<file path="src/rtl/ppa_adder_pkg.sv">
package ppa_adder_pkg;

  typedef struct packed {
    logic gen;
    logic prop;
  } spanT;

  // Black prefix cell: upper span hi merged with the lower span lo below it.
  function automatic spanT mergeSpan(input spanT hi, input spanT lo);
    spanT r;
    r.gen  = hi.gen | (hi.prop & lo.gen);
    r.prop = hi.prop & lo.prop;
    return r;
  endfunction

endpackage

</file>
<file path="src/rtl/ppa_column_pg.sv">
module ppa_column_pg #(
  parameter int N = 16,
  parameter bit USE_XOR_PROP = 1'b0
) (
  input  logic [N-1:0] opA,
  input  logic [N-1:0] opB,
  output logic [N-1:0] colGen,
  output logic [N-1:0] colProp
);

  assign colGen = opA & opB;

  generate
    if (USE_XOR_PROP) begin : g_xorProp
      assign colProp = opA ^ opB;
    end else begin : g_orProp
      assign colProp = opA | opB;
    end
  endgenerate

  // A column that generates never has both operand bits clear.
  always_comb begin
    assert_gen_has_operands_R2: assert ((colGen & ~(opA | opB)) == '0)
      else $error("column generate without operand bits");
  end

endmodule

</file>
<file path="src/rtl/ppa_prefix_tree.sv">
module ppa_prefix_tree
  import ppa_adder_pkg::*;
#(
  parameter int N = 16,
  localparam int LEVELS = $clog2(N)
) (
  input  logic [N-1:0] leafGen,   // index 0 is the carry-in column
  input  logic [N-1:0] leafProp,
  output logic [N-1:0] spanGen    // spanGen[k]: generate of span k-1..-1
);

  logic [N-1:0] gLvl [0:LEVELS];
  logic [N-1:0] pLvl [0:LEVELS];

  assign gLvl[0] = leafGen;
  assign pLvl[0] = leafProp;

  generate
    for (genvar lv = 0; lv < LEVELS; lv++) begin : g_level
      localparam int DIST = 1 << lv;
      for (genvar k = 0; k < N; k++) begin : g_node
        if (k >= DIST) begin : g_cell
          spanT merged;
          assign merged = mergeSpan('{gen: gLvl[lv][k], prop: pLvl[lv][k]},
                                    '{gen: gLvl[lv][k-DIST], prop: pLvl[lv][k-DIST]});
          assign gLvl[lv+1][k] = merged.gen;
          assign pLvl[lv+1][k] = merged.prop;
        end else begin : g_pass
          assign gLvl[lv+1][k] = gLvl[lv][k];
          assign pLvl[lv+1][k] = pLvl[lv][k];
        end
      end
    end
  endgenerate

  assign spanGen = gLvl[LEVELS];

  // Every finished span reaches the carry-in column, whose propagate is zero.
  always_comb begin
    if (leafProp[0] == 1'b0) begin
      assert_span_prop_zero_R7: assert (pLvl[LEVELS] == '0)
        else $error("span reaching carry-in column has nonzero propagate");
    end
  end

endmodule

</file>
<file path="src/rtl/ppa_sum_stage.sv">
module ppa_sum_stage #(
  parameter int N = 16
) (
  input  logic [N-1:0] opA,
  input  logic [N-1:0] opB,
  input  logic [N-1:0] carryInto,
  input  logic         topGen,
  input  logic         topProp,
  output logic [N-1:0] sum,
  output logic         carryOut
);

  assign sum      = opA ^ opB ^ carryInto;
  assign carryOut = topGen | (topProp & carryInto[N-1]);

endmodule

</file>
<file path="src/rtl/ppa_adder.sv">
module ppa_adder #(
  parameter int N = 16,
  parameter bit USE_XOR_PROP = 1'b0
) (
  input  logic [N-1:0] opA,
  input  logic [N-1:0] opB,
  input  logic         carryIn,
  output logic [N-1:0] sum,
  output logic         carryOut
);

  logic [N-1:0] colGen;
  logic [N-1:0] colProp;
  logic [N-1:0] leafGen;
  logic [N-1:0] leafProp;
  logic [N-1:0] carryInto;

  ppa_column_pg #(.N(N), .USE_XOR_PROP(USE_XOR_PROP)) uColumns (
    .opA(opA), .opB(opB), .colGen(colGen), .colProp(colProp)
  );

  // Shift the columns up one place and insert the carry-in column at index 0.
  generate
    if (N > 1) begin : g_leaves
      assign leafGen  = {colGen[N-2:0], carryIn};
      assign leafProp = {colProp[N-2:0], 1'b0};
    end else begin : g_leafOne
      assign leafGen  = carryIn;
      assign leafProp = 1'b0;
    end
  endgenerate

  ppa_prefix_tree #(.N(N)) uTree (
    .leafGen(leafGen), .leafProp(leafProp), .spanGen(carryInto)
  );

  ppa_sum_stage #(.N(N)) uSum (
    .opA(opA), .opB(opB), .carryInto(carryInto),
    .topGen(colGen[N-1]), .topProp(colProp[N-1]),
    .sum(sum), .carryOut(carryOut)
  );

  always_comb begin
    assert_sum_matches_R1: assert ({carryOut, sum} ==
        ({1'b0, opA} + {1'b0, opB} + {{N{1'b0}}, carryIn}))
      else $error("adder result differs from arithmetic sum");
    if (opA == '0 && opB == '0) begin
      assert_carry_column_R3: assert (sum == {{(N-1){1'b0}}, carryIn} && !carryOut)
        else $error("carry-in column not reflected in bit 0");
    end
    if (opA[N-1] && opB[N-1]) begin
      assert_top_generate_R5: assert (carryOut)
        else $error("top column generates but carryOut is low");
    end
  end

endmodule

</file>
<file path="config.mk">
export PLATFORM = sky130hd
export DESIGN_NAME = ppa_adder
export DESIGN_NICKNAME = d
export VERILOG_FILES = /design/src/rtl/ppa_adder_pkg.sv /design/src/rtl/ppa_column_pg.sv /design/src/rtl/ppa_prefix_tree.sv /design/src/rtl/ppa_sum_stage.sv /design/src/rtl/ppa_adder.sv
export SDC_FILE = /design/constraint.sdc
export NUM_CORES = 1
export LEC_CHECK = 0
export BUFFER_PORTS_ARGS = -buffer_cell sky130_fd_sc_hd__buf_4
export CAP_MARGIN = 20
export CORE_MARGIN = 2
export CORE_UTILIZATION = 25
export DETAILED_ROUTE_END_ITERATION = 10
export GPL_TIMING_DRIVEN = 0
export SLEW_MARGIN = 0
export SYNTH_ARGS = -nofsm -noshare
export SYNTH_HDL_FRONTEND = slang
export SYNTH_HIERARCHICAL = 1
export SYNTH_SLANG_ARGS = --single-unit
</file>
<file path="constraint.sdc">
create_clock -name vclk -period 3.72
set_clock_uncertainty 0.05 [all_clocks]
set_input_delay 0.744 -clock vclk [all_inputs]
set_output_delay 0.744 -clock vclk [all_outputs]
set_load 0.02 [all_outputs]
</file>
Word level (Yosys, flattened, before mapping)
Index checks and enable logic that the tools add are counted.
{ "op_classes": {"shift": 0, "eq_ne": 0, "bitwise": 138, "n_mux": 0, "reduce_logical": 0, "n_addsub": 0, "div_mod_pow": 0, "multipliers": 0, "order_cmp": 0} }
{ "op_table": {"columns": ["cell", "n"], "rows": [
  ["AND 1 bit", 84],
  ["bitwise OR 1 bit", 50],
  ["XOR 16 bit", 2],
  ["AND 16 bit", 1],
  ["bitwise OR 16 bit", 1]
]} }
{ "word_totals": {"latch_bits": 0, "mem_bits_rw": 0, "output_inout_bits": 17, "mem_bits_ro": 0, "n_memories": 0, "inputBits": 33, "ff_bits": 0, "word_cells": 138} }

Longest topological paths before layout
Gate-level depths: netlist (run 1).
{ "depth": {"word_depth": 11, "mapped_depth": 8, "depth_no_buf": 8} }

By module
Netlist (run 1), hierarchy kept.
{ "modules_own_cells": {"columns": ["module", "area_each_um2", "n_inst", "seq_area_each_um2", "cells_per_inst"], "rows": [
  ["ppa_sum_stage", 387.9, 1, 0.0, 17],
  ["ppa_prefix_tree", 371.6, 1, 0.0, 59],
  ["ppa_column_pg", 220.2, 1, 0.0, 32],
  ["ppa_adder", 3.8, 1, 0.0, 1]
]} }

Worst setup path before layout (run 1)
No wires, ideal clock.
{ "synth_timing": {"kind": "input to output", "from": "input opB[3]", "to": "output sum[14]", "path_buffers": 0, "path_stages": 7, "t_required_ns": 2.926, "setup_slack_ns": 0.736, "t_arrival_ns": 2.190, "path_cell_list": "or2_1 > o21a_1 > o21a_1 > a21oi_2 > a21oi_2 > a221o_1 > xor3_1"} }
{ "synth_between": {"elab_chain_len": 9, "word_cells_on_any_way": 13, "classes_between": "13 x bitwise"} }
{ "synth_rtl": {"columns": ["item", "line", "rtl"], "rows": [
  ["start, declared", "ppa_adder.sv:6", "input logic [N-1:0] opB,"],
  ["bitwise OR 16 bit", "ppa_column_pg.sv:17", "assign colProp = opA | opB;"],
  ["AND 1 bit", "ppa_adder_pkg.sv:11", "r.gen = hi.gen | (hi.prop & lo.gen);"],
  ["bitwise OR 1 bit", "ppa_adder_pkg.sv:11", null],
  ["AND 1 bit", "ppa_adder_pkg.sv:11", null],
  ["bitwise OR 1 bit", "ppa_adder_pkg.sv:11", null],
  ["bitwise OR 1 bit *", "ppa_adder_pkg.sv:11", null],
  ["AND 1 bit *", "ppa_adder_pkg.sv:11", null],
  ["bitwise OR 1 bit *", "ppa_adder_pkg.sv:11", null],
  ["named net carryInto[14]", "ppa_adder.sv:16", "logic [N-1:0] carryInto;"],
  ["XOR 16 bit *", "ppa_sum_stage.sv:13", "assign sum = opA ^ opB ^ carryInto;"],
  ["end, declared", "ppa_adder.sv:8", "output logic [N-1:0] sum,"]
]} }
The timed path passes the listed nets; every way through them passes the cells marked *.

Worst setup path after layout (run 1)
{ "layout_timing": {"from": "input opB[0]", "to": "output sum[14]"} }
{ "layout_between": {"elab_chain_len": 9, "word_cells_on_any_way": 12, "classes_between": "12 x bitwise"} }
{ "layout_rtl": {"columns": ["item", "line", "rtl"], "rows": [
  ["bitwise OR 16 bit", "ppa_column_pg.sv:17", null],
  ["named net colProp[0]", "ppa_adder.sv:13", "logic [N-1:0] colProp;"],
  ["AND 1 bit", "ppa_adder_pkg.sv:12", "r.prop = hi.prop & lo.prop;"],
  ["AND 1 bit", "ppa_adder_pkg.sv:11", null],
  ["bitwise OR 1 bit", "ppa_adder_pkg.sv:11", null],
  ["AND 1 bit", "ppa_adder_pkg.sv:11", null],
  ["bitwise OR 1 bit", "ppa_adder_pkg.sv:11", null],
  ["AND 1 bit", "ppa_adder_pkg.sv:11", null],
  ["bitwise OR 1 bit", "ppa_adder_pkg.sv:11", null],
  ["named net carryInto[14]", "ppa_adder.sv:16", null],
  ["XOR 16 bit", "ppa_sum_stage.sv:13", null]
]} }
The timed path passes the listed nets, and every way through them passes these cells.

==> parameters.txt, run 1 <==
Parameter                              Value

Run status
  Result of the run    complete, no violations

Die
  Initial standard-cell utilization of the core    a little over a quarter
  I/O pin count    50
  Number of cell rows    22
  Vertical die dimension    about 67 um
  Area of the core    about 3700 um^2
  Die Outline Area    around 4400 um^2
  Die span in x    66.6 um

Global route
  Global-route met2 utilization    about a fifth
  Most Used Layer, Global Route    met2
  Global-route met1 utilization    13.1%
  Global-route wire length before repair    ~3700 um
  Via count of the first global-routing pass    around 870
  Total Routing Usage GR    9.93%
  Global Route met3 Usage    less than 1%
  Antenna violations before repair    0
  Overflow left after global routing    0
  Maximum number of pins on one net before global-route repair    6

Placed design
  Detailed placer's ending HPWL    2070 um
  Post-placement cell count    approximately 210
  Post-placement setup slack    0.459 ns
  Global placement routability congestion    ~0.74
  Count of port buffers added during placement    50
  Standard cell area after detailed placement    roughly 1400 um^2

Routing
  Drt first pass iters    2
  DR vias    between 900 and 1000
  Detailed-route wire length per cell    approximately 11 um
  DRC violation count after routing    0
  First DRT Iteration DRCs    15
  Number of nets with antenna violations after routing    0
  Average vias per placed instance    about 4.6
  Detailed-route wire length    between 2000 and 2500 um

Power and ir drop
  Fraction of power consumed by sequential logic    0%
  Static leakage    between 0.0007 and 0.0008 uW
  Relative contribution of combinational cells to total power    100.0%
  Proportion of power drawn by the clock network    0%
  Cell-internal power    161 uW
  Net switching power figure    between 100 and 150 uW
  Maximum resistive drop on vdd    approximately 0.073 mV
  Total power density per cell area    209 nW/um^2
  Switching share of power    a little under half

Setup path
  Kind of start point of the critical path    input pin
  Critical path type    in2out
  Element type at the critical path end    output port
  Worst Path Arrival    2.44 ns
  Maximum fanout along the worst path    3
  Crit path required time    2.93 ns
  Startpoint of the most critical setup path    opB[0]

Synthesis
  Post-synthesis cell area    approximately 980 um^2
  Synthesis Warnings    6
  Avg Synthesized Cell Area    9.07 um^2
  Post-synth net total    roughly 140
  Cells after synthesis    around 110

Timing
  Post-Route Setup TNS    0 ns
  Endpoints failing setup    0
  Slew of the pin with the lowest slew margin    approximately 0.29 ns
  Final worst slack    slightly below 0.5 ns
  Normalized max-slew margin    around four fifths
  Period minus WS final    3.24 ns
  Final hold viol count    0
  F_max    slightly above 300 MHz
  Max-slew violation count    0
  Setup repair after global routing missed its margin    no
  Final worst path period share    between 80 and 90%

Clocking
  Hold buffer count at CTS    0
  Number of cells upsized or downsized after cts    0
  Post-CTS Setup Inserts    0

Final layout
  Area of all sequential standard cells    0 um^2
  Cell area after layout    1420 um^2
  Share of final-layout standard cells stronger than drive strength 1    46.8%
  Layout clock buffer count    0
  Num sequential    0
  Synthesis-to-layout area growth    44.4%
  Fill cell instance count of the final layout    400
  Ant. Diodes    0
  Final cell count without fillers    roughly 200
  Final #Nets    between 150 and 200

Flow run
  Number of violations of the max-capacitance limit    0

Min path
  Hold Path Class    in2out
  Worst hold path cell count    3
  Worst min-delay path startpoint    opA[4]
final cells by class:
class,count,area [um^2],area share (%)
multi-input cells,104,961,67.9
well taps,48,60.1,4.24
inverters,3,11.3,0.796
plain buffers,1,7.51,0.531
repair buffers,50,375,26.5
power by group through the flow:
stage               Combinational (uW)  Clock [uW]  Sequential, uW
floorplan                          189           0               0
global placement                   294           0               0
detailed placement                 299           0               0
CTS                                300           0               0
global route                       318           0               0
finish                             296           0               0
stage by stage:
| stage | utilization, % | hold slack [ns] | power [uW] |
|---|---|---|---|
| final | 38.1 | 1.86 | 296 |
| after global routing | 38.1 | 1.86 | 318 |
| after CTS | 38.1 | 1.86 | 300 |
| after detailed placement | 38.1 | 1.85 | 299 |
| after global placement | 38.1 | 1.84 | 294 |
| after floorplan | - | 1.71 | 189 |
placed cells by master (no fill, tap or decap), types with 3 or more instances in the layout:
master	count
o21ai_1	4
nand2b_1	3
a21o_1	8
nand2_1	6
nor2_1	5
or2_1	16
and2_2	16
xor3_1	16
a21oi_1	10
buf_4	51
worst max-delay path, cell delays in order:
cell and delay (ns):
buf_4 0.11, or2_1 0.24, a211oi_2 0.27, o21ai_1 0.15, a21oi_2 0.18, a21oi_2 0.09
a221o_1 0.30, xor3_1 0.18, buf_4 0.17
worst paths after layout:
| path | to | slack (ns) |
|---|---|---|
| worst min-delay path | sum[4] | 1.86 |
| worst max-delay path | sum[14] | 0.48 |
per-layer routing:
layer	routed length (um)	vias up
li1	-	496
met1	1030	427
met5	0	-
met3	104	0
met4	0	0
met2	1160	22
(Power assumes the default switching activity.)
==> inputs of run 2 (changes only) <==
--- a/config.mk
+++ b/config.mk
@@ -5,12 +5,13 @@
 export SDC_FILE = /design/constraint.sdc
 export NUM_CORES = 1
 export LEC_CHECK = 0
-export BUFFER_PORTS_ARGS = -buffer_cell sky130_fd_sc_hd__buf_4
+export BUFFER_PORTS_ARGS = -buffer_cell sky130_fd_sc_hd__buf_2
 export CAP_MARGIN = 20
 export CORE_MARGIN = 2
 export CORE_UTILIZATION = 25
 export DETAILED_ROUTE_END_ITERATION = 10
 export GPL_TIMING_DRIVEN = 0
+export MAX_ROUTING_LAYER = met4
 export SLEW_MARGIN = 0
 export SYNTH_ARGS = -nofsm -noshare
 export SYNTH_HDL_FRONTEND = slang
==> parameters.txt, run 2 (synthesis gave the netlist of run 1 again) <==
Parameter                              Value

Timing
  Endpoints failing setup    0
  Worst hold slack across all endpoints    about 1.9 ns
  Final worst path period share    a little under 90%
  F_max    slightly above 300 MHz
  Normalized max-slew margin    approximately 81%
  Slew of the pin with the lowest slew margin    0.292 ns
  Final worst slack    0.480 ns
  Final hold viol count    0
  Post-Route Setup TNS    0 ns
  Max-slew violation count    0
  Setup repair after global routing missed its margin    no
  Period minus WS final    3.24 ns

Setup path
  Element type at the critical path end    output port
  Kind of start point of the critical path    input pin
  Critical path type    in2out
  Crit path required time    2.93 ns
  Cells along the critical path    buf_2 -> or2_1 -> a211oi_2 -> o21ai_1 -> a21oi_2 -> a21oi_2 -> a221o_1 -> xor3_1 -> buf_2
  Maximum fanout along the worst path    3
  Cell with the biggest individual delay on the critical path    a221o_1
  Worst Path Arrival    between 2 and 2.5 ns
  Worst stage delay on the critical path    0.30 ns

Final layout
  Synthesis-to-layout area growth    31.7%
  Area of all sequential standard cells    0 um^2
  Final #Nets    about 190
  Top library cells by usage in the layout, fill and taps aside    50 x buf_2, 16 x or2_1, 16 x and2_2, 16 x xor3_1, 10 x a21oi_1
  Ant. Diodes    0
  Share of final-layout standard cells stronger than drive strength 1    a little under half
  Layout clock buffer count    0
  Num sequential    0
  Leading cell type in the layout, fill and taps excluded    buf_2
  Final cell count without fillers    roughly 200

Die
  Initial standard-cell utilization of the core    between 20% and 30%
  Die span in x    66.6 um
  I/O pin count    50
  Area of the core    3720 um^2
  Vertical die dimension    66.6 um
  Number of cell rows    22
  Die Outline Area    about 4400 um^2

Global route
  Global-route wire length before repair    roughly 3200 um
  Total Routing Usage GR    8.97%
  Antenna violations before repair    0
  Via count of the first global-routing pass    about 830
  Maximum number of pins on one net before global-route repair    6
  Overflow left after global routing    0

Min path
  Worst hold path cell count    4
  Hold Path Class    in2out

Placed design
  Global placement routability congestion    0.766
  Detailed placer's ending HPWL    about 1800 um
  Count of port buffers added during placement    50
  Post-placement cell count    ~210
  Post-placement setup slack    about 0.46 ns

Power and ir drop
  Total power density per cell area    about 200 nW/um^2
  Maximum resistive drop on vdd    0.0697 mV
  Power Total    around 260 uW
  Static leakage    0.000708 uW

Routing
  Number of nets with antenna violations after routing    0
  Detailed-route wire length    slightly below 2000 um
  Drt first pass iters    4
  DR vias    about 900
  DRC violation count after routing    0
  Detailed-route wire length per cell    about 9.6 um
  First DRT Iteration DRCs    14
  Average vias per placed instance    4.46

Clocking
  Post-CTS Setup Inserts    0
  Hold buffer count at CTS    0
  Number of cells upsized or downsized after cts    0

Run status
  Result of the run    complete, no violations

Flow run
  Number of violations of the max-capacitance limit    0
[run 2: changes by cell type in the layout (fill, tap and decap cells not counted)]
cell,before,now
buf_2,0,50
buf_4,51,1
[run 2: worst paths after layout]
| kind | from | end |
|---|---|---|
| worst min-delay path | opB[15] | carryOut |
| worst max-delay path | opB[0] | sum[14] |
[run 2: metrics by stage]
step	instance area (um^2)	util, %
finish	1290	34.7
global route	1290	34.7
CTS	1290	34.7
detailed placement	1290	34.7
global placement	1290	34.7
floorplan	980	-
[run 2: metal layers]
layer	up-vias	wire length, um	GRT usage, %
met4	0	0	0
met1	402	962	12.2
met3	0	86	0.169
li1	495	-	-
met2	22	930	16.0
met5	-	0	-
[run 2: where the power goes]
group          internal [uW]  switching (uW)  leakage [uW]
clock network              0               0             0
registers                  0               0             0
logic                    129             129      0.000708
total                    129             129      0.000708
[run 2: critical path: cells and delay by family]
family | cells | cell delay, ns
xor+xnor | 1 | 0.19
buf+inv | 2 | 0.27
compound gates | 5 | 1.00
simple gates | 1 | 0.24
[run 2: area by class of cell]
cell class,instances,area (um^2)
Timing Repair Buffer,50,250
Inverter,3,11.3
Tap cell,48,60.1
Fill cell,399,2430
Buffer,1,7.51
Multi-Input combinational cell,104,961
==> inputs of run 3 (changes only) <==
--- a/config.mk
+++ b/config.mk
@@ -15,5 +15,4 @@
 export SLEW_MARGIN = 0
 export SYNTH_ARGS = -nofsm -noshare
 export SYNTH_HDL_FRONTEND = slang
-export SYNTH_HIERARCHICAL = 1
 export SYNTH_SLANG_ARGS = --single-unit
==> parameters.txt, run 3 <==
Parameter                              Value

Setup path
  Crit path required time    2.93 ns
  Family with the most delay on the worst path    adder cells
  Critical path type    in2out
  Element type at the critical path end    output port
  Kind of start point of the critical path    input pin
  Worst stage delay on the critical path    around 0.41 ns
  Worst Path Arrival    roughly 2.8 ns
  Startpoint of the most critical setup path    carryIn
  Cell with the biggest individual delay on the critical path    fa_2
  Most Frequent Cell on Critical Path    buf_2
  Cells along the critical path    buf_2 -> inv_1 -> fa_2 -> o21bai_4 -> a2111oi_2 -> or3_1 -> o311a_4 -> o21ai_2 -> fa_1 -> buf_2
  Maximum fanout along the worst path    3
  Total buffers and inverters traversed by the critical path    3
  Number of stages on the worst setup path    10

Placed design
  Global placement routability congestion    roughly 0.89
  Count of port buffers added during placement    50
  Standard cell area after detailed placement    between 1000 and 1500 um^2
  Post-placement cell count    approximately 250
  Detailed placer's ending HPWL    roughly 2200 um
  Post-placement setup slack    -0.0852 ns

Final layout
  Multi-input logic area    a little under 1000 um^2
  Num sequential    0
  Leading cell type in the layout, fill and taps excluded    buf_2
  Share of final-layout standard cells stronger than drive strength 1    about a third
  Top library cells by usage in the layout, fill and taps aside    50 x buf_2, 43 x inv_1, 30 x ha_1
  Area of all sequential standard cells    0 um^2
  Layout clock buffer count    0
  Final cell count without fillers    between 200 and 300
  Synthesis-to-layout area growth    31.4%
  Fill cell instance count of the final layout    around 480
  Cell area after layout    ~1500 um^2
  Ant. Diodes    0
  Finished Core Util    34.0%
  Final #Nets    between 200 and 300

Synthesis
  Largest area contributor in the netlist    ha_1
  Most numerous cell in the Yosys netlist    inv_1
  Post-synthesis cell area    between 1000 and 1500 um^2
  Count of cell types in the netlist    36
  Avg Synthesized Cell Area    roughly 7.5 um^2
  Post-synth top area share    between 30 and 40%
  Cells after synthesis    150
  Post-synth net total    roughly 220
  Post-synthesis sequential area ratio    0%
  Synthesis Warnings    0
  Top cells by instance count after synthesis    43 x inv_1, 30 x ha_1, 9 x nor2_1, 9 x xnor2_1, 8 x a21oi_1
  Most area-consuming cells after synthesis    ha_1 33%, inv_1 14%, xnor2_1 7.0%, xor2_1 3.9%, a21oi_1 3.6%

Die
  Vertical die dimension    71.2 um
  Die Outline Area    5060 um^2
  Number of cell rows    24
  Initial standard-cell utilization of the core    around 26%
  Area of the core    roughly 4400 um^2
  Die span in x    between 70 and 80 um
  I/O pin count    50

Global route
  Total Routing Usage GR    a little under a tenth
  Global-route wire length before repair    slightly above 4000 um
  Maximum number of pins on one net before global-route repair    7
  Via count of the first global-routing pass    1011
  Overflow left after global routing    0
  Antenna violations before repair    0

Power and ir drop
  Static leakage    approximately 0.00084 uW
  Power Total    roughly 260 uW
  Total power density per cell area    around 180 nW/um^2
  Maximum resistive drop on vdd    between 0.04 and 0.05 mV

Timing
  Max-slew violation count    0
  F_max    around 280 MHz
  Final worst path period share    just under 100%
  Endpoints failing setup    0
  Slew of the pin with the lowest slew margin    0.449 ns
  Normalized max-slew margin    69.8%
  Final worst slack    0.114 ns
  Setup repair after global routing missed its margin    no
  Period minus WS final    about 3.6 ns
  Final hold viol count    0

Clocking
  Hold buffer count at CTS    0

Min path
  Worst Hold End    sum[15]
  Hold Path Class    in2out
  Worst min-delay path startpoint    opB[15]
  Worst hold path cell count    3

Routing
  Number of nets with antenna violations after routing    0
  DR vias    ~1100
  Average vias per placed instance    4.38
  Drt first pass iters    5
  First DRT Iteration DRCs    16
  DRC violation count after routing    0
  Detailed-route wire length    ~2400 um
  Detailed-route wire length per cell    just under 10 um

Flow run
  Number of violations of the max-capacitance limit    0

Run status
  Result of the run    complete, no violations
[run 3: cell types whose count changed in the layout (fill, tap and decap cells not counted), moves of 4 or more]
cell,previous run,this run
nor2_1,5,9
and2_2,16,0
or2_1,16,0
a21o_1,8,2
xor3_1,16,0
ha_1,0,30
inv_1,2,43
nand2_1,6,1
xor2_1,0,5
xnor2_1,0,9
[run 3: layer usage]
metal	share of wire (%)	track usage, %	vias up
met5	0	-	-
met4	0	0	0
met3	3.5	0.570	0
met2	49	16.2	18
met1	48	13.4	498
li1	-	-	600
[run 3: repair_timing]
action	CTS	global route
endpoints found under the setup margin	1	1
gates resized for setup	2	1
setup buffers	0	3
pin swaps	0	3
[run 3: layout make-up]
type,instances,share of cell area [%]
Inverter,43,10.9
Multi-Input combinational cell,107,66.3
Tap cell,52,4.39
Timing Repair Buffer,53,18.4
[run 3: metrics by stage]
step	hold slack, ns	TNS (ns)
2_1_floorplan	1.69	0
3_3_place_gp	1.82	-0.0735
3_5_place_dp	1.82	-0.0852
4_1_cts	1.82	0
5_1_grt	1.84	0
6_report	1.82	0
[run 3: kinds of logic (layout without fill, tap and decap cells)]
group | after synthesis | in the layout | share of synthesized area, %
and+or+nand+nor | 25 | 25 | 11.2
xor gates and xnor gates | 14 | 14 | 10.9
adders and majority gates | 32 | 32 | 36.8
AOI/OAI and AO/OA | 36 | 36 | 26.7
buffers and inverters | 43 | 96 | 14.3
[run 3: where the power goes]
part	internal [uW]	switching [uW]	total, uW
logic	111	149	260
registers	0	0	0
clock network	0	0	0
[run 3: worst max-delay path by stage]
stage,endpoint,slack (ns)
6_report,sum[15],0.11
5_1_grt,sum[15],0.007
4_1_cts,sum[15],0.03
3_5_place_dp,sum[15],-0.09
3_3_place_gp,sum[15],-0.07
2_1_floorplan,sum[15],0.24
